**src/rtl/vwspi_pkg.sv**
```systemverilog
package vwspi_pkg;

    localparam int WORD_W = 32;
    localparam int DATA_W = 24;
    localparam int LEN_W  = 8;

    // Transmit queue entry: frame attribute plus the written word
    typedef struct packed {
        logic              keep_cs;
        logic [LEN_W-1:0]  nbits;
        logic [DATA_W-1:0] payload;
    } tx_entry_t;

    typedef enum logic [1:0] {
        ST_IDLE  = 2'd0,
        ST_SHIFT = 2'd1,
        ST_GAP   = 2'd2,
        ST_HOLD  = 2'd3
    } eng_state_t;

endpackage

```
**src/rtl/vwspi_fifo.sv**
```systemverilog
module vwspi_fifo #(
    parameter int W     = 32,
    parameter int DEPTH = 4
) (
    input  logic                          clk,
    input  logic                          rst_n,
    input  logic                          clr_i,
    input  logic                          push_i,
    input  logic [W-1:0]                  din_i,
    input  logic                          pop_i,
    output logic [W-1:0]                  dout_o,
    output logic [$clog2(DEPTH+1)-1:0]    count_o,
    output logic                          full_o,
    output logic                          empty_o
);
    localparam int AW = (DEPTH > 1) ? $clog2(DEPTH) : 1;
    localparam int CW = $clog2(DEPTH + 1);

    typedef struct packed {
        logic [AW-1:0] wp;
        logic [AW-1:0] rp;
        logic [CW-1:0] cnt;
    } fptr_t;

    fptr_t q, d;
    logic [W-1:0] mem [DEPTH];
    logic do_push, do_pop;

    assign full_o  = (q.cnt == CW'(DEPTH));
    assign empty_o = (q.cnt == '0);
    assign do_push = push_i && !full_o;
    assign do_pop  = pop_i && !empty_o;
    assign dout_o  = empty_o ? '0 : mem[q.rp];
    assign count_o = q.cnt;

    function automatic logic [AW-1:0] nxt(input logic [AW-1:0] p);
        return (p == AW'(DEPTH - 1)) ? '0 : p + 1'b1;
    endfunction

    always_comb begin
        d = q;
        if (clr_i) begin
            d = '0;
        end else begin
            if (do_push) d.wp = nxt(q.wp);
            if (do_pop)  d.rp = nxt(q.rp);
            case ({do_push, do_pop})
                2'b10:   d.cnt = q.cnt + 1'b1;
                2'b01:   d.cnt = q.cnt - 1'b1;
                default: d.cnt = q.cnt;
            endcase
        end
    end

    always_ff @(posedge clk or negedge rst_n) begin
        if (!rst_n) q <= '0;
        else        q <= d;
    end

    always_ff @(posedge clk) begin
        if (do_push && !clr_i) mem[q.wp] <= din_i;
    end

    AST_NO_OVERFLOW: assert property (@(posedge clk) disable iff (!rst_n)
        (full_o && push_i && !pop_i && !clr_i) |=> (full_o && count_o == CW'(DEPTH)));
    AST_CLR_EMPTIES: assert property (@(posedge clk) disable iff (!rst_n)
        clr_i |=> empty_o);
    AST_COUNT_BOUND: assert property (@(posedge clk) disable iff (!rst_n)
        count_o <= CW'(DEPTH));

endmodule

```
**src/rtl/vwspi_engine.sv**
```systemverilog
module vwspi_engine
    import vwspi_pkg::*;
#(
    parameter int DIV_W         = 12,
    parameter int CNT_W         = 6,
    parameter int MAX_BITS      = 24,
    parameter int GAP_HALVES    = 4,
    parameter int CS_OFF_HALVES = 2
) (
    input  logic              clk,
    input  logic              rst_n,
    input  logic              enable_i,
    input  logic [DIV_W-1:0]  div_i,
    input  logic              cpol_i,
    input  logic              launch_rise_i,
    input  logic              sample_rise_i,
    input  logic              tx_avail_i,
    input  tx_entry_t         tx_entry_i,
    output logic              tx_pop_o,
    input  logic              rx_room_i,
    output logic              rx_push_o,
    output logic [WORD_W-1:0] rx_word_o,
    input  logic              miso_i,
    output logic              sck_o,
    output logic              mosi_o,
    output logic              cs_act_o,
    output logic              busy_o,
    output logic [CNT_W-1:0]  bit_cnt_o
);
    localparam int GAP_W = $clog2(GAP_HALVES + 1);

    typedef struct packed {
        eng_state_t        state;
        logic [DIV_W-1:0]  div_cnt;
        logic              half;
        logic              first;
        logic              sck_act;
        logic              cs_act;
        logic              keep;
        logic [CNT_W-1:0]  bits;
        logic [GAP_W-1:0]  gap;
        logic [DATA_W-1:0] tx_sh;
        logic [DATA_W-1:0] rx_sh;
    } eng_t;

    eng_t q, d;
    logic tick, start_ok, lead_rise, sample_lead, launch_lead;
    logic [DATA_W-1:0] rx_nx;

    assign tick        = (q.div_cnt == div_i);
    assign start_ok    = enable_i && tx_avail_i && rx_room_i;
    assign lead_rise   = ~cpol_i;
    assign sample_lead = (sample_rise_i == lead_rise);
    assign launch_lead = (launch_rise_i == lead_rise);
    assign rx_nx       = {q.rx_sh[DATA_W-2:0], miso_i};

    function automatic eng_t load(input eng_t cur, input tx_entry_t e);
        eng_t r;
        r         = cur;
        r.state   = ST_SHIFT;
        r.div_cnt = '0;
        r.half    = 1'b0;
        r.first   = 1'b1;
        r.sck_act = 1'b0;
        r.cs_act  = 1'b1;
        r.keep    = e.keep_cs;
        r.bits    = (e.nbits > LEN_W'(MAX_BITS)) ? CNT_W'(MAX_BITS) : CNT_W'(e.nbits);
        r.gap     = '0;
        r.tx_sh   = e.payload;
        r.rx_sh   = '0;
        return r;
    endfunction

    always_comb begin
        d         = q;
        tx_pop_o  = 1'b0;
        rx_push_o = 1'b0;
        rx_word_o = '0;
        if (q.state == ST_SHIFT || q.state == ST_GAP)
            d.div_cnt = tick ? '0 : q.div_cnt + 1'b1;
        case (q.state)
            ST_IDLE, ST_HOLD: begin
                if (start_ok) begin
                    d        = load(q, tx_entry_i);
                    tx_pop_o = 1'b1;
                end
            end
            ST_SHIFT: begin
                if (q.bits == '0) begin
                    rx_push_o = 1'b1;
                    d.state   = ST_GAP;
                    d.gap     = '0;
                    d.div_cnt = '0;
                end else if (tick) begin
                    if (!q.half) begin
                        d.half    = 1'b1;
                        d.sck_act = 1'b1;
                        if (sample_lead) d.rx_sh = rx_nx;
                        if (launch_lead && !q.first) d.tx_sh = q.tx_sh << 1;
                    end else begin
                        d.half    = 1'b0;
                        d.sck_act = 1'b0;
                        d.first   = 1'b0;
                        d.bits    = q.bits - 1'b1;
                        if (!sample_lead) d.rx_sh = rx_nx;
                        if (!launch_lead) d.tx_sh = q.tx_sh << 1;
                        if (q.bits == CNT_W'(1)) begin
                            rx_push_o = 1'b1;
                            rx_word_o = WORD_W'(sample_lead ? q.rx_sh : rx_nx);
                            d.state   = ST_GAP;
                            d.gap     = '0;
                        end
                    end
                end
            end
            ST_GAP: begin
                if (tick) begin
                    d.gap = q.gap + 1'b1;
                    if (q.gap == GAP_W'(CS_OFF_HALVES - 1) && !q.keep)
                        d.cs_act = 1'b0;
                    if (q.gap == GAP_W'(GAP_HALVES - 1)) begin
                        if (!q.keep) begin
                            d.state = ST_IDLE;
                        end else if (start_ok) begin
                            d        = load(q, tx_entry_i);
                            tx_pop_o = 1'b1;
                        end else begin
                            d.state = ST_HOLD;
                        end
                    end
                end
            end
            default: d.state = ST_IDLE;
        endcase
        if (!enable_i) begin
            d.state   = ST_IDLE;
            d.cs_act  = 1'b0;
            d.sck_act = 1'b0;
            d.div_cnt = '0;
            tx_pop_o  = 1'b0;
            rx_push_o = 1'b0;
        end
    end

    always_ff @(posedge clk or negedge rst_n) begin
        if (!rst_n) q <= '0;
        else        q <= d;
    end

    assign sck_o     = cpol_i ^ q.sck_act;
    assign mosi_o    = q.tx_sh[DATA_W-1];
    assign cs_act_o  = q.cs_act;
    assign busy_o    = (q.state != ST_IDLE);
    assign bit_cnt_o = (q.state == ST_SHIFT) ? q.bits : '0;

    AST_SCK_IDLE_LEVEL: assert property (@(posedge clk) disable iff (!rst_n)
        (q.state != ST_SHIFT) |-> (sck_o == cpol_i));
    AST_BITS_MAX: assert property (@(posedge clk) disable iff (!rst_n)
        bit_cnt_o <= CNT_W'(MAX_BITS));
    AST_SCK_UNDER_CS: assert property (@(posedge clk) disable iff (!rst_n)
        q.sck_act |-> cs_act_o);
    AST_IDLE_NO_CS: assert property (@(posedge clk) disable iff (!rst_n)
        !busy_o |-> !cs_act_o);

endmodule

```
**src/rtl/vwspi_master.sv**
```systemverilog
module vwspi_master
    import vwspi_pkg::*;
#(
    parameter int NCS        = 3,
    parameter int FIFO_DEPTH = 4,
    parameter int DIV_W      = 12,
    parameter int LVL_W      = 8
) (
    input  logic              clk,
    input  logic              rst_n,
    input  logic              cfg_enable,
    input  logic [DIV_W-1:0]  cfg_div,
    input  logic              cfg_cpol,
    input  logic              cfg_launch_rise,
    input  logic              cfg_sample_rise,
    input  logic              cfg_clear,
    input  logic              irq_txe_en,
    input  logic              irq_idle_en,
    input  logic [31:0]       tx_data,
    input  logic              tx_wr_hold,
    input  logic              tx_wr_rel,
    input  logic              rx_rd,
    output logic [31:0]       rx_data,
    output logic [LVL_W-1:0]  tx_level,
    output logic [LVL_W-1:0]  rx_level,
    output logic              tx_full,
    output logic              tx_empty,
    output logic              rx_full,
    output logic              rx_empty,
    output logic              busy,
    output logic [5:0]        bit_cnt,
    output logic              sck,
    output logic              mosi,
    input  logic              miso,
    output logic [NCS-1:0]    cs_n,
    output logic              irq_txe,
    output logic              irq_idle
);
    localparam int ENT_W = $bits(tx_entry_t);
    localparam int CW    = $clog2(FIFO_DEPTH + 1);

    tx_entry_t          tx_in, tx_head;
    logic [ENT_W-1:0]   tx_head_raw;
    logic [CW-1:0]      tx_cnt, rx_cnt;
    logic               tx_pop, rx_push, cs_act;
    logic [WORD_W-1:0]  rx_word;

    assign tx_in   = tx_entry_t'({tx_wr_hold, tx_data});
    assign tx_head = tx_entry_t'(tx_head_raw);

    vwspi_fifo #(.W(ENT_W), .DEPTH(FIFO_DEPTH)) u_txq (
        .clk     (clk),
        .rst_n   (rst_n),
        .clr_i   (cfg_clear),
        .push_i  (tx_wr_hold | tx_wr_rel),
        .din_i   (tx_in),
        .pop_i   (tx_pop),
        .dout_o  (tx_head_raw),
        .count_o (tx_cnt),
        .full_o  (tx_full),
        .empty_o (tx_empty)
    );

    vwspi_fifo #(.W(WORD_W), .DEPTH(FIFO_DEPTH)) u_rxq (
        .clk     (clk),
        .rst_n   (rst_n),
        .clr_i   (cfg_clear),
        .push_i  (rx_push),
        .din_i   (rx_word),
        .pop_i   (rx_rd),
        .dout_o  (rx_data),
        .count_o (rx_cnt),
        .full_o  (rx_full),
        .empty_o (rx_empty)
    );

    vwspi_engine #(.DIV_W(DIV_W)) u_eng (
        .clk           (clk),
        .rst_n         (rst_n),
        .enable_i      (cfg_enable),
        .div_i         (cfg_div),
        .cpol_i        (cfg_cpol),
        .launch_rise_i (cfg_launch_rise),
        .sample_rise_i (cfg_sample_rise),
        .tx_avail_i    (!tx_empty),
        .tx_entry_i    (tx_head),
        .tx_pop_o      (tx_pop),
        .rx_room_i     (!rx_full),
        .rx_push_o     (rx_push),
        .rx_word_o     (rx_word),
        .miso_i        (miso),
        .sck_o         (sck),
        .mosi_o        (mosi),
        .cs_act_o      (cs_act),
        .busy_o        (busy),
        .bit_cnt_o     (bit_cnt)
    );

    assign tx_level = LVL_W'(tx_cnt);
    assign rx_level = LVL_W'(rx_cnt);
    assign cs_n     = {NCS{~cs_act}};
    assign irq_txe  = irq_txe_en & tx_empty;
    assign irq_idle = irq_idle_en & tx_empty & ~busy;

    AST_RX_NO_OVERRUN: assert property (@(posedge clk) disable iff (!rst_n)
        rx_push |-> !rx_full);
    AST_IDLE_IRQ_CS_HIGH: assert property (@(posedge clk) disable iff (!rst_n)
        irq_idle |-> (&cs_n));
    AST_POP_HAS_ENTRY: assert property (@(posedge clk) disable iff (!rst_n)
        tx_pop |=> (busy && cs_n == '0));

endmodule

```
**config.mk**
```make
export PLATFORM = sky130hd
export DESIGN_NAME = vwspi_master
export DESIGN_NICKNAME = d
export VERILOG_FILES = /design/src/rtl/vwspi_pkg.sv /design/src/rtl/vwspi_fifo.sv /design/src/rtl/vwspi_engine.sv /design/src/rtl/vwspi_master.sv
export SDC_FILE = /design/constraint.sdc
export NUM_CORES = 1
export LEC_CHECK = 0
export ABC_AREA = 1
export BUFFER_PORTS_ARGS = -buffer_cell sky130_fd_sc_hd__buf_2
export CAP_MARGIN = 20
export CORE_ASPECT_RATIO = 0.8
export CORE_MARGIN = 10
export CORE_UTILIZATION = 45
export CTS_CLUSTER_DIAMETER = 100
export DETAILED_ROUTE_END_ITERATION = 10
export PLACE_DENSITY = 0.75
export SLEW_MARGIN = 20
export SYNTH_ARGS = -nofsm -noshare
export SYNTH_HDL_FRONTEND = slang
export SYNTH_SLANG_ARGS = --single-unit
```
**constraint.sdc**
```tcl
create_clock -name clk -period 8.15 [get_ports clk]
set_clock_uncertainty 0.2 [all_clocks]
set_input_delay 0.4075 -clock clk [delete_from_list [all_inputs] [get_ports clk]]
set_output_delay 0.4075 -clock clk [all_outputs]
set_load 0.05 [all_outputs]
```
# After elaboration in Yosys (flattened, before gate mapping)
# Memories as Yosys holds them, arrays and structs flattened.
# Index checks and enable logic that the tools add are counted.
dict set report totals {
  regBits 90
  latch_bits 0
  ram_bits 260
  romBits 0
  inputBits 57
  memories 2
}
# memory words width rd rd_ports_with_merged_regs write_ports line_no
set mem_list {}
lappend mem_list {u_txq.mem 4 33 1 0 1 vwspi_fifo.sv:26} ;# logic [W-1:0] mem [DEPTH];
lappend mem_list {u_rxq.mem 4 32 1 0 1 vwspi_fifo.sv:26}
dict set report classes {
  n_addsub 11
  multipliers 0
  div 0
  n_lt_le_gt_ge 1
  eq_ne 45
  n_shift 0
  n_mux 73
  n_bitwise 8
  n_reduce_logical 40
}
# op count
set ops {}
lappend ops {{2-to-1 mux 76 bit} 3}
lappend ops {{2-to-1 mux 32 bit} 6}
lappend ops {{case mux 57 bit (3 select lines)} 1}
lappend ops {{2-to-1 mux 74 bit} 2}
lappend ops {{2-to-1 mux 24 bit} 5}
lappend ops {{2-to-1 mux 48 bit} 2}
lappend ops {{2-to-1 mux 57 bit} 1}
lappend ops {{case mux 17 bit (3 select lines)} 1}
lappend ops {{2-to-1 mux 12 bit} 3}
lappend ops {{2-to-1 mux 33 bit} 1}
lappend ops {{2-to-1 mux 2 bit} 15}
lappend ops {{!= test 3 x 2 -> 1 bit, second input constant} 8}
lappend ops {{2-to-1 mux 1 bit} 18}
lappend ops {{2-to-1 mux 6 bit} 3}
lappend ops {{AND reduction 9 bit} 2}
lappend ops {{== test 2 bit, second input constant} 8}
lappend ops {{!= test 3 bit, second input constant} 5}
lappend ops {{2-to-1 mux 14 bit} 1}
lappend ops {{2-to-1 mux 7 bit} 2}
lappend ops {{AND reduction 7 bit} 2}
lappend ops {{adder 12 x 1 -> 12 bit, second input constant} 1}
lappend ops {{== test 12 bit} 1}
lappend ops {{2-to-1 mux 3 bit} 4}
lappend ops {{!= test 2 x 1 -> 1 bit, second input constant} 6}
lappend ops {{other kinds (37)} 77}

# Logic depth before layout (Yosys ltp)
# Gate-level depths: netlist (run 1).
dict set report logic_depth {
  ltp_word 14
  ltp_mapped 19
}

# Modules after synthesis
# From an unflattened synthesis (run 1), not the netlist that was laid out.
dict set report hier_totals {
  cells_unflattened 1684
  area_unflattened_um2 16330.7
}
# module n_inst cells_per_inst area_per_inst_um2
set by_module_without_submodules {}
lappend by_module_without_submodules {{vwspi_fifo (u_txq)} 1 459 5654.2}
lappend by_module_without_submodules {{vwspi_fifo (u_rxq)} 1 447 5489.0}
lappend by_module_without_submodules {vwspi_engine 1 757 5061.1}
lappend by_module_without_submodules {vwspi_master 1 21 126.4}

# Worst setup path after synthesis (run 1)
# Ideal clock, no wire load.
dict set report synth_path {
  path_kind {register to register}
  from {reg u_txq.q, in the netlist u_txq.count_o[2]}
  to {mem u_txq.mem[3][0] in the netlist's numbering, enable pin}
  setup_ns 0.423
  arrival_time_ns 2.640
  required_time_ns 7.527
  path_slack_ns 4.887
  path_stages_with_launch 8
  n_path_buf 0
  period_less_slack_ns 3.263
  cell_sequence {dfrtp_1 > inv_2 > nor3_1 > nor2_1 > inv_1 > nor2_1 > inv_1 > nor2_1}
}
dict set report synth_via {
  elab_chain_len 6
}
# element line_no
set synth_lines {}
lappend synth_lines {{start, declared} vwspi_fifo.sv:25} ;# fptr_t q, d;
lappend synth_lines {{start signal, assigned} vwspi_fifo.sv:56} ;# if (!rst_n) q <= '0;
lappend synth_lines {{start signal, assigned} vwspi_fifo.sv:57} ;# else q <= d;
lappend synth_lines {{== test 3 bit} vwspi_fifo.sv:29} ;# assign full_o = (q.cnt == CW'(DEPTH));
lappend synth_lines {{net tx_full} vwspi_master.sv:26} ;# output logic tx_full,
lappend synth_lines {{logical NOT 1 bit} vwspi_fifo.sv:31} ;# assign do_push = push_i && !full_o;
lappend synth_lines {{logical AND 1 bit} vwspi_fifo.sv:31}
lappend synth_lines {{logical AND 1 bit} vwspi_fifo.sv:61} ;# if (do_push && !clr_i) mem[q.wp] <= din_i;
lappend synth_lines {{2-to-1 mux 1 bit} vwspi_fifo.sv:61}
lappend synth_lines {{2-to-1 mux 1 bit (implied by the code)} vwspi_fifo.sv:61}
lappend synth_lines {{end, declared} vwspi_fifo.sv:26}
# The timed path passes the listed nets, and every way through them passes these cells.

# Worst setup path in the final report (run 1)
dict set report layout_path {
  from {reg u_rxq.q[4] in the netlist's numbering}
  to {out rx_data[3]}
}
dict set report layout_via {
  elab_chain_len 2
}
# element line_no
set layout_lines {}
lappend layout_lines {{start, declared} vwspi_fifo.sv:25}
lappend layout_lines {{start signal, assigned} vwspi_fifo.sv:56}
lappend layout_lines {{start signal, assigned} vwspi_fifo.sv:57}
lappend layout_lines {{memory (4 x 32 bit)} -}
lappend layout_lines {{2-to-1 mux 32 bit} vwspi_fifo.sv:33} ;# assign dout_o = empty_o ? '0 : mem[q.rp];
lappend layout_lines {{end, declared} vwspi_master.sv:23} ;# output logic [31:0] rx_data,
# No other way between the ends.

==> results.py, run 1 <==
metrics = {
    "clock_tree": {
        "cts.clk_slew.worst_paths_ns": 0.06,
        "postCtsSetupBuffers": 0,
        "cts_made_buffers": 34,
        "clock_path_buffers": 3,
        "clock_latency_ns": 0.51,
        "htree_levels": 2,
        "cts_resized": 0,
        "cts_tree": "built",
        "cts-root-buf": "clkbuf_16",
        "cts_sinks": 318,
    },
    "grt": {
        "grt_use_total_pct": 15.97,
        "grt_max_degree": 79,
        "grt_pass1_vias": 9697,
        "globalRouteOverflowTotal": 0,
        "antenna_found_initial": 2,
        "grt_first_pass_wirelength_mm": 50.73,
    },
    "detailed_routing": {
        "drt_iter0_markers": 699,
        "dr_wl_met2_mm": 14.83,
        "highest_layer": "met4",
        "drc": 0,
        "wl_per_cell_um": 16.33,
        "vias": 9988,
        "wl_met1_mm": 14.08,
        "ant_nets": 0,
        "vias_per_cell": 5.170,
        "dr.pass1.iters": 5,
        "met3_length_mm": 1.974,
        "routed_wl_mm": 31.55,
    },
    "synthesis": {
        "syn_inst": 1367,
        "syn_avg_cell_area_um2": 10.42,
        "yosysSeqAreaShare_pct": 63.87,
        "synth-edff-count": 228,
        "netlist_area_um2": 14250,
        "ys_types": 48,
        "synth_top_area_cell": "edfxtp_1",
        "synthTopCellsByArea": "edfxtp_1 (48%), dfrtp_1 (16%), nor2_1 (6.5%)",
        "yosysWarnings": 0,
        "async_flop_share_pct": 28.30,
        "synth_seq_cells": 318,
        "ys.flop_type": "edfxtp_1",
        "yosysTopAreaCellShare_pct": 48.06,
    },
    "timing": {
        "rsz0062_at_grt": "no",
        "fmax_mhz": 278.7,
        "finalCriticalPeriod_ns": 3.588,
        "worst_slew_pin_slew_ns": 1.017,
        "setup-violations-final": 0,
        "slew_viol_final": 0,
        "relSlewSlack_pct": 31.77,
        "tns_ns": 0,
        "hold_viol_final": 0,
        "period_share_pct": 44.03,
    },
    "place": {
        "dp_cells": 1833,
        "placed_cell_area_um2": 15030,
        "gp_congestion": 0.8519,
        "dp_hpwl_mm": 19.86,
        "port_buffers": 104,
    },
    "critical_path": {
        "cp-start-kind": "flop",
        "critPathMaxFanout": 26,
        "cpPeakStageDelay_ns": 0.77,
        "crit_chain": "buf_4 -> clkinv_1 -> nor2_1 -> o21ai_0 -> a21oi_1 -> buf_2",
        "crit_type": "reg -> out",
        "cp_slowest_cell": "clkinv_1",
        "crit_arrival_ns": 2.98,
        "crit_path_end_kind": "primary output",
        "r2r_setup_slack_ns": 4.94,
        "cp.required_ns": 7.54,
    },
    "floorplan": {
        "die_width_um": 218.9,
        "num_rows": 58,
        "io_pins": 123,
        "start_util_pct": 45.44,
        "coreArea_um2": 31350,
        "die_h_um": 179.1,
        "die_area_um2": 39220,
    },
    "layout": {
        "nFillCells": 2745,
        "design_area_um2": 16450,
        "final_cell_mix": "nor2_1 (238), edfxtp_1 (228), nand2_1 (179)",
        "nNetsFinal": 1562,
        "final_cells": 1932,
        "mostFrequentLayoutCell": "nor2_1",
        "seq_area_um2": 9099,
        "drive_above_1_share_pct": 14.11,
        "syn_to_final_growth_pct": 15.47,
        "multi_input_area_um2": 4377,
    },
    "job": {
        "cap_violations": 0,
    },
    "power_and_ir_drop": {
        "p_leak_nw": 6.408,
        "irDropWorstVdd_mv": 0.2387,
        "power.total_w": 0.004670,
        "power_density_nw_per_um2": 283.9,
    },
    "outcome": {
        "status": "completed",
    },
    "worst_hold_path": {
        "hp-class": "in -> reg",
    },
}
synth_stat cells, types with 4 or more instances:
| cell | n |
|---|---|
| inv_2 | 4 |
| buf_2 | 12 |
| buf_4 | 28 |
| nor2_1 | 246 |
| nand4_1 | 5 |
| a22oi_1 | 23 |
| ha_1 | 19 |
| nand3_1 | 29 |
| o21ai_2 | 6 |
| nand2_1 | 179 |
| xor2_1 | 14 |
| buf_6 | 5 |
| o21ai_0 | 142 |
| o22ai_1 | 28 |
| a211oi_1 | 11 |
| clkbuf_1 | 41 |
| nand2_2 | 5 |
| dfrtp_1 | 90 |
| nor3_1 | 13 |
| buf_1 | 7 |
| edfxtp_1 | 228 |
| inv_1 | 94 |
| o21ai_1 | 36 |
| or2_2 | 6 |
| a21oi_1 | 57 |
sequential cells by signal, summed over array words and instances, names as in the netlist:
signal	cells
u_txq.mem	132
u_eng.cs_act_o	1
u_eng.q	74
u_rxq.q	4
u_rxq.mem	96
u_txq.count_o	3
u_rxq.count_o	3
u_txq.q	4
u_eng.mosi_o	1
report_power, final:
part           total [W]  switching [W]  internal, W
Sequential       0.00200      0.0000909      0.00191
Combinational    0.00123       0.000909     0.000323
Clock            0.00144       0.000606     0.000829
layer usage:
layer / GRT usage, % / vias to the layer above
met5: 0 / -
met4: 4.474 / 0
met3: 3.035 / 52
met2: 26.62 / 288
met1: 20.96 / 4761
li1: - / 4887
worst max-delay path: cells and delay by family (launching register included):
kind | cells | cell delay [ns]
AOI/OAI and AO/OA | 2 | 0.38
DFF | 1 | 0.32
and+or+nand+nor | 1 | 0.34
buffers and inverters | 3 | 1.40
repair_timing:
| action | CTS | global route |
|---|---|---|
| setup endpoints to repair | 0 | 0 |
| hold buffers | 35 | 0 |
| endpoints found under the hold margin | 145 | 0 |
stage by stage:
| stage | setup WS (ns) | hold slack, ns | utilization [%] |
|---|---|---|---|
| after floorplan | 4.887 | -0.08809 | - |
| after global placement | 5.028 | 0.06503 | 47.93 |
| after detailed placement | 4.942 | 0.06763 | 47.93 |
| after CTS | 4.538 | 0.05148 | 52.41 |
| after global routing | 4.337 | 0.06823 | 52.47 |
| final | 4.562 | 0.07366 | 52.47 |
kinds of logic (layout without fill, tap and decap cells):
logic type | count (synthesis) | in the layout | synth area share (%)
compound gates | 316 | 316 | 12.34
fa+ha+maj | 21 | 21 | 1.950
other cells | 1 | 20 | 0.02632
simple gates | 499 | 499 | 14.44
mux | 2 | 2 | 0.1405
flops | 318 | 318 | 63.87
xor+xnor | 17 | 17 | 1.045
buf+inv | 193 | 319 | 6.192
cell type report:
cell class,instances,share of cell area (%)
Multi-Input combinational cell,873,26.61
Antenna cell,2,0.03043
Inverter,100,2.282
Timing Repair Buffer,157,6.154
Clock inverter,18,0.6465
Clock buffer,44,5.773
Sequential cell,318,55.31
Tap cell,420,3.195
final timing paths:
kind                                         startpoint                           end  cells past startpoint
worst max-delay path             u_rxq.q[4]$_DFFE_PN0P_                    rx_data[3]                      6
max in group asynchronous                         rst_n       u_eng.q[26]$_DFFE_PN0P_                      3
worst min register to register  u_eng.q[41]$_DFFE_PN0P_       u_eng.q[41]$_DFFE_PN0P_                      2
worst min-delay path                          cfg_clear  u_txq.count_o[2]$_DFFE_PN0P_                      4
worst max register to register  u_eng.q[75]$_DFFE_PN0P_  u_txq.count_o[2]$_DFFE_PN0P_                     13
min in group asynchronous                         rst_n        u_rxq.q[4]$_DFFE_PN0P_                      2
Note: power is estimated with default switching activity, not from simulation.
==> inputs of run 2 (changes only) <==
Settings changed: PLACE_DENSITY 0.75 to 0.77.
Clock period 8.15 ns to 3.2 ns, I/O delays scaled along.
==> run 2 against run 1 <==
  * Flip-flop and latch count is the same
  * Worst setup slack lost 4.1 ns
  * Sequential share of layout area shrank 0.69 points
  * Utilization grew 0.67 points
  * Sequential power grew to 2.6 times the previous value
  * Count of clock-buffer cells in the layout shrank 2
  * Worst hold slack lost 0.017 ns
  * Cell count grew 0.98%
  * Die area is the same
==> results.py, run 2 (synthesis results as in run 1) <==
metrics = {
    "floorplan": {
        "io_pins": 123,
        "num_rows": 58,
        "die_area_um2": 39220,
        "start_util_pct": 45.44,
        "die_width_um": 218.9,
        "coreArea_um2": 31350,
        "die_h_um": 179.1,
    },
    "power_and_ir_drop": {
        "power_density_nw_per_um2": 736.4,
        "p_leak_nw": 6.515,
        "irDropWorstVdd_mv": 0.5221,
        "power.total_w": 0.01227,
    },
    "critical_path": {
        "crit_path_end_kind": "primary output",
        "r2r_setup_slack_ns": 0.44,
        "critPathMaxFanout": 19,
        "crit_arrival_ns": 2.42,
        "cp.required_ns": 2.84,
        "cp-start-kind": "flop",
        "crit_type": "reg -> out",
    },
    "layout": {
        "mostFrequentLayoutCell": "nor2_1",
        "drive_above_1_share_pct": 14.80,
        "nNetsFinal": 1580,
        "regMostFlops": "u_txq.mem",
        "nFillCells": 2699,
        "final_cell_mix": "nor2_1 (238), edfxtp_1 (228), nand2_1 (179)",
        "syn_to_final_growth_pct": 16.93,
        "largest_register_ffs": 132,
        "reg_top3": "u_txq.mem (132), u_rxq.mem (96), u_eng.q (74)",
    },
    "grt": {
        "grt_use_total_pct": 16.34,
        "grt_max_degree": 65,
        "antenna_found_initial": 4,
        "globalRouteOverflowTotal": 0,
        "grt_first_pass_wirelength_mm": 51.66,
        "grt_pass1_vias": 9988,
    },
    "timing": {
        "finalCriticalPeriod_ns": 2.782,
        "fmax_mhz": 359.5,
        "relSlewSlack_pct": 40.34,
        "timing.hold.ws_ns": 0.05661,
        "worst_slew_pin_slew_ns": 0.8939,
        "rsz0062_at_grt": "no",
        "period_share_pct": 86.92,
        "slew_viol_final": 0,
        "setup-violations-final": 0,
        "hold_viol_final": 0,
    },
    "clock_tree": {
        "htree_levels": 2,
        "cts_tree": "built",
        "cts_made_buffers": 34,
        "clock_latency_ns": 0.52,
        "cts-root-buf": "clkbuf_16",
        "postCtsSetupBuffers": 0,
        "cts_sinks": 318,
        "clock_path_buffers": 3,
        "cts.clk_slew.worst_paths_ns": 0.06,
    },
    "detailed_routing": {
        "dr.pass1.iters": 5,
        "met3_length_mm": 2.037,
        "highest_layer": "met4",
        "vias_per_cell": 5.175,
        "ant_nets": 0,
        "wl_met1_mm": 13.90,
        "dr_wl_met2_mm": 15.44,
        "drc": 0,
        "routed_wl_mm": 32.08,
        "vias": 10097,
        "wl_per_cell_um": 16.44,
        "drt_iter0_markers": 706,
    },
    "place": {
        "port_buffers": 104,
        "gp_congestion": 0.8736,
        "dp_hpwl_mm": 20.36,
    },
    "worst_hold_path": {
        "hp-class": "in -> async",
    },
    "job": {
        "cap_violations": 0,
    },
    "outcome": {
        "status": "completed",
    },
}
==> run 2: cell types whose count changed in the layout (fill, tap and decap cells not counted), sizes merged <==
cell and change:
clkbuf -2, clkinvlp +1, clkinv -4, buf +14, dlygate4sd3 +4, bufinv +4, diode +2
==> run 2: final timing paths <==
kind,depth (start not counted),start,endpoint
max,6,u_rxq.q[4]$_DFFE_PN0P_,rx_data[17]
max in group asynchronous,3,rst_n,u_eng.q[72]$_DFF_PN0_
max reg2reg,16,u_eng.q[51]$_DFFE_PN0P_,u_rxq.count_o[2]$_DFFE_PN0P_
min in group clk,8,cfg_div[0],u_eng.q[60]$_DFFE_PN0P_
min,2,rst_n,u_rxq.count_o[2]$_DFFE_PN0P_
min reg2reg,2,u_eng.q[36]$_DFFE_PN0P_,u_eng.q[36]$_DFFE_PN0P_
==> run 2: through the flow <==
stage	utilization [%]	cell area, um2	TNS, ns	cells	setup WS [ns]
2_1_floorplan	-	14310	-8.352	1384	-0.06328
3_3_place_gp	48.34	15160	0	1847	0.6047
3_5_place_dp	48.34	15160	0	1847	0.5312
4_1_cts	53.11	16650	0	1947	0.3541
5_1_grt	53.14	16660	0	1951	0.1964
6_report	53.14	16660	0	1951	0.4185
==> run 2: power breakdown <==
group	total [W]	switching, W	internal (W)	leakage, nW
clock network	0.00389	0.00156	0.00233	0.543
logic	0.00326	0.00234	0.000912	2.83
registers	0.00512	0.000250	0.00487	3.14
total	0.0123	0.00415	0.00812	6.52
==> run 2: final cells by class <==
| cell class | count | area (um2) | area share (%) |
|---|---|---|---|
| Antenna cell | 4 | 10.01 | 0.06009 |
| Clock buffer | 42 | 902.1 | 5.415 |
| Clock inverter | 19 | 200.2 | 1.202 |
| Inverter | 100 | 375.4 | 2.253 |
| Multi-Input combinational cell | 873 | 4368 | 26.22 |
| Sequential cell | 318 | 9099 | 54.62 |
| Tap cell | 420 | 525.5 | 3.155 |
| Timing Repair Buffer | 175 | 1179 | 7.075 |
==> run 2: routing by layer <==
layer / vias to the layer above / track usage (%)
met5: - / 0
met4: 0 / 5.191
met3: 53 / 3.288
met2: 292 / 27.40
met1: 4833 / 20.95
li1: 4919 / -
==> run 2: timing repair <==
item,CTS,global route
hold endpoints to repair,225,0
hold buffers,39,0
resized for setup,0,0
==> run 2: critical path: stages (launching register included) <==
cell and delay [ns]:
dfrtp_1 0.35, clkinv_1 0.54, buf_4 0.40, nor2_1 0.12, o21ai_0 0.10, a21oi_1 0.12
buf_2 0.28
==> inputs of run 3 (changes only) <==
Settings changed: CAP_MARGIN 20 to unset, PLACE_DENSITY 0.77 to 0.75.
Clock period 3.2 ns to 3.49 ns, I/O delays scaled along.
==> run 3 against run 2 <==
  * Final area hardly changed
  * Utilization is 0.052 points lower
  * Power is 7.8% lower
  * Largest cell class unchanged
  * Critical path type unchanged
  * Combinational power is 8.3% lower
==> results.py, run 3 (synthesis results as in run 1) <==
metrics = {
    "critical_path": {
        "cp_slowest_cell": "dfrtp_1",
        "r2r_start": "u_eng.q[75]$_DFFE_PN0P_",
        "crit_start": "u_rxq.q[3]$_DFFE_PN0P_",
        "critPathMaxFanout": 25,
        "cpPeakStageDelay_ns": 0.93,
        "cp_common_cell": "nor2_1",
        "crit_type": "reg -> out",
        "crit_buf_inv": 2,
        "crit_chain": "buf_4 -> nor2_1 -> nor2_1 -> o21ai_0 -> a21oi_1 -> buf_2",
        "crit_path_end_kind": "primary output",
        "cp-start-kind": "flop",
        "cp.required_ns": 3.12,
        "critical_path.top_delay_family": "flip-flops",
        "crit_arrival_ns": 2.64,
    },
    "layout": {
        "largest_register_ffs": 132,
        "final_util_pct": 53.09,
        "regMostFlops": "u_txq.mem",
        "design_area_um2": 16640,
        "final_cell_mix": "nor2_1 (238), edfxtp_1 (228), nand2_1 (179)",
        "nFillCells": 2666,
        "syn_to_final_growth_pct": 16.82,
        "drive_above_1_share_pct": 14.82,
        "reg_top3": "u_txq.mem (132), u_rxq.mem (96), u_eng.q (74)",
        "final_cells": 1946,
        "nNetsFinal": 1577,
        "mostFrequentLayoutCell": "nor2_1",
    },
    "floorplan": {
        "die_area_um2": 39220,
        "die_width_um": 218.9,
        "coreArea_um2": 31350,
        "start_util_pct": 45.44,
        "num_rows": 58,
        "io_pins": 123,
        "die_h_um": 179.1,
    },
    "detailed_routing": {
        "vias_per_cell": 5.176,
        "drc": 0,
        "wl_per_cell_um": 16.60,
        "drt_iter0_markers": 720,
        "ant_nets": 0,
        "dr.pass1.iters": 5,
        "vias": 10073,
        "routed_wl_mm": 32.31,
    },
    "timing": {
        "period_share_pct": 86.34,
        "fmax_mhz": 331.9,
        "timing.hold.ws_ns": 0.01510,
        "tns_ns": 0,
        "hold_viol_final": 0,
        "rsz0062_at_grt": "no",
        "setup-violations-final": 0,
        "worst_slew_pin_slew_ns": 0.9373,
        "finalCriticalPeriod_ns": 3.013,
        "slew_viol_final": 0,
        "relSlewSlack_pct": 37.51,
    },
    "power_and_ir_drop": {
        "irDropWorstVdd_mv": 0.3854,
        "power_density_nw_per_um2": 679.5,
        "p_leak_nw": 6.502,
    },
    "clock_tree": {
        "clock_latency_ns": 0.51,
        "cts_made_buffers": 34,
        "cts_tree": "built",
        "postCtsSetupBuffers": 0,
        "cts-root-buf": "clkbuf_16",
        "cts.clk_slew.worst_paths_ns": 0.06,
        "htree_levels": 2,
        "cts_resized": 0,
        "clock_path_buffers": 3,
        "cts_sinks": 318,
    },
    "grt": {
        "grt_max_degree": 69,
        "globalRouteOverflowTotal": 0,
        "grt_first_pass_wirelength_mm": 52.21,
        "grt_use_total_pct": 16.46,
        "grt_pass1_vias": 9851,
        "antenna_found_initial": 2,
    },
    "place": {
        "gp_congestion": 0.8437,
        "port_buffers": 104,
        "placed_cell_area_um2": 15130,
        "dp_hpwl_mm": 20.34,
        "dp_cells": 1845,
    },
    "outcome": {
        "status": "completed",
    },
    "job": {
        "cap_violations": 0,
    },
    "worst_hold_path": {
        "hp-class": "in -> reg",
        "min-delay-start": "tx_wr_rel",
    },
}
[run 3: cell count changes in the layout (fill, tap and decap cells not counted), sizes merged, moves of 2 or more]
cell      before  now
clkinv        14   11
diode          4    1
buf          136  134
clkinvlp       1    3
[run 3: final cells by class]
class	count	area, um2	area share [%]
clock inverter	19	225.2	1.353
clock buffer	43	905.9	5.443
tap	420	525.5	3.158
multi-input combinational	873	4368	26.25
timing repair buffer	172	1141	6.857
antenna	1	2.502	0.01504
inverter	100	375.4	2.255
sequential	318	9099	54.67
[run 3: power breakdown]
| part | total (W) | internal (W) | switching, W |
|---|---|---|---|
| clock | 0.00363 | 0.00216 | 0.00147 |
| sequential | 0.00469 | 0.00447 | 0.000224 |
| combinational | 0.00299 | 0.000833 | 0.00215 |
[run 3: path summary, 6_finish.rpt]
kind	to	slack, ns	cells after the start
worst max-delay path	rx_data[21]	0.48	6
worst min-delay path	u_txq.q[5]$_DFFE_PN0P_	0.02	6
worst max register to register	u_rxq.count_o[2]$_DFFE_PN0P_	0.62	14
worst min register to register	u_eng.q[25]$_DFFE_PN0P_	0.30	2
max in group asynchronous	u_eng.q[19]$_DFFE_PN0P_	2.15	3
min in group asynchronous	u_eng.q[62]$_DFF_PN0_	0.15	2
[run 3: tightest hold or removal path, stage by stage]
cell	delay (ns)
buf_2	0.07
nor2_1	0.06
nor2_1	0.14
nor2_1	0.07
inv_1	0.08
o21ai_0	0.08
[run 3: what timing repair did]
item / CTS / global route
hold endpoints to repair: 216 / 0
setup endpoints to repair: 0 / 0
hold buffers: 38 / 0
[run 3: per-stage QoR]
step / power, W / setup WS [ns]
final: 0.01131 / 0.4769
after global routing: 0.01195 / 0.2841
after CTS: 0.01139 / 0.4736
after detailed placement: 0.007702 / 0.7211
after global placement: 0.007602 / 0.8362
after floorplan: 0.007031 / 0.2267
[run 3: routing by layer]
layer  vias up  track usage (%)  wire length [um]
li1       4909                -                 -
met1      4830            22.30             14590
met2       293            26.71             15020
met3        39            3.390              2200
met4         2            3.900               496
met5         -           0.1280                 7
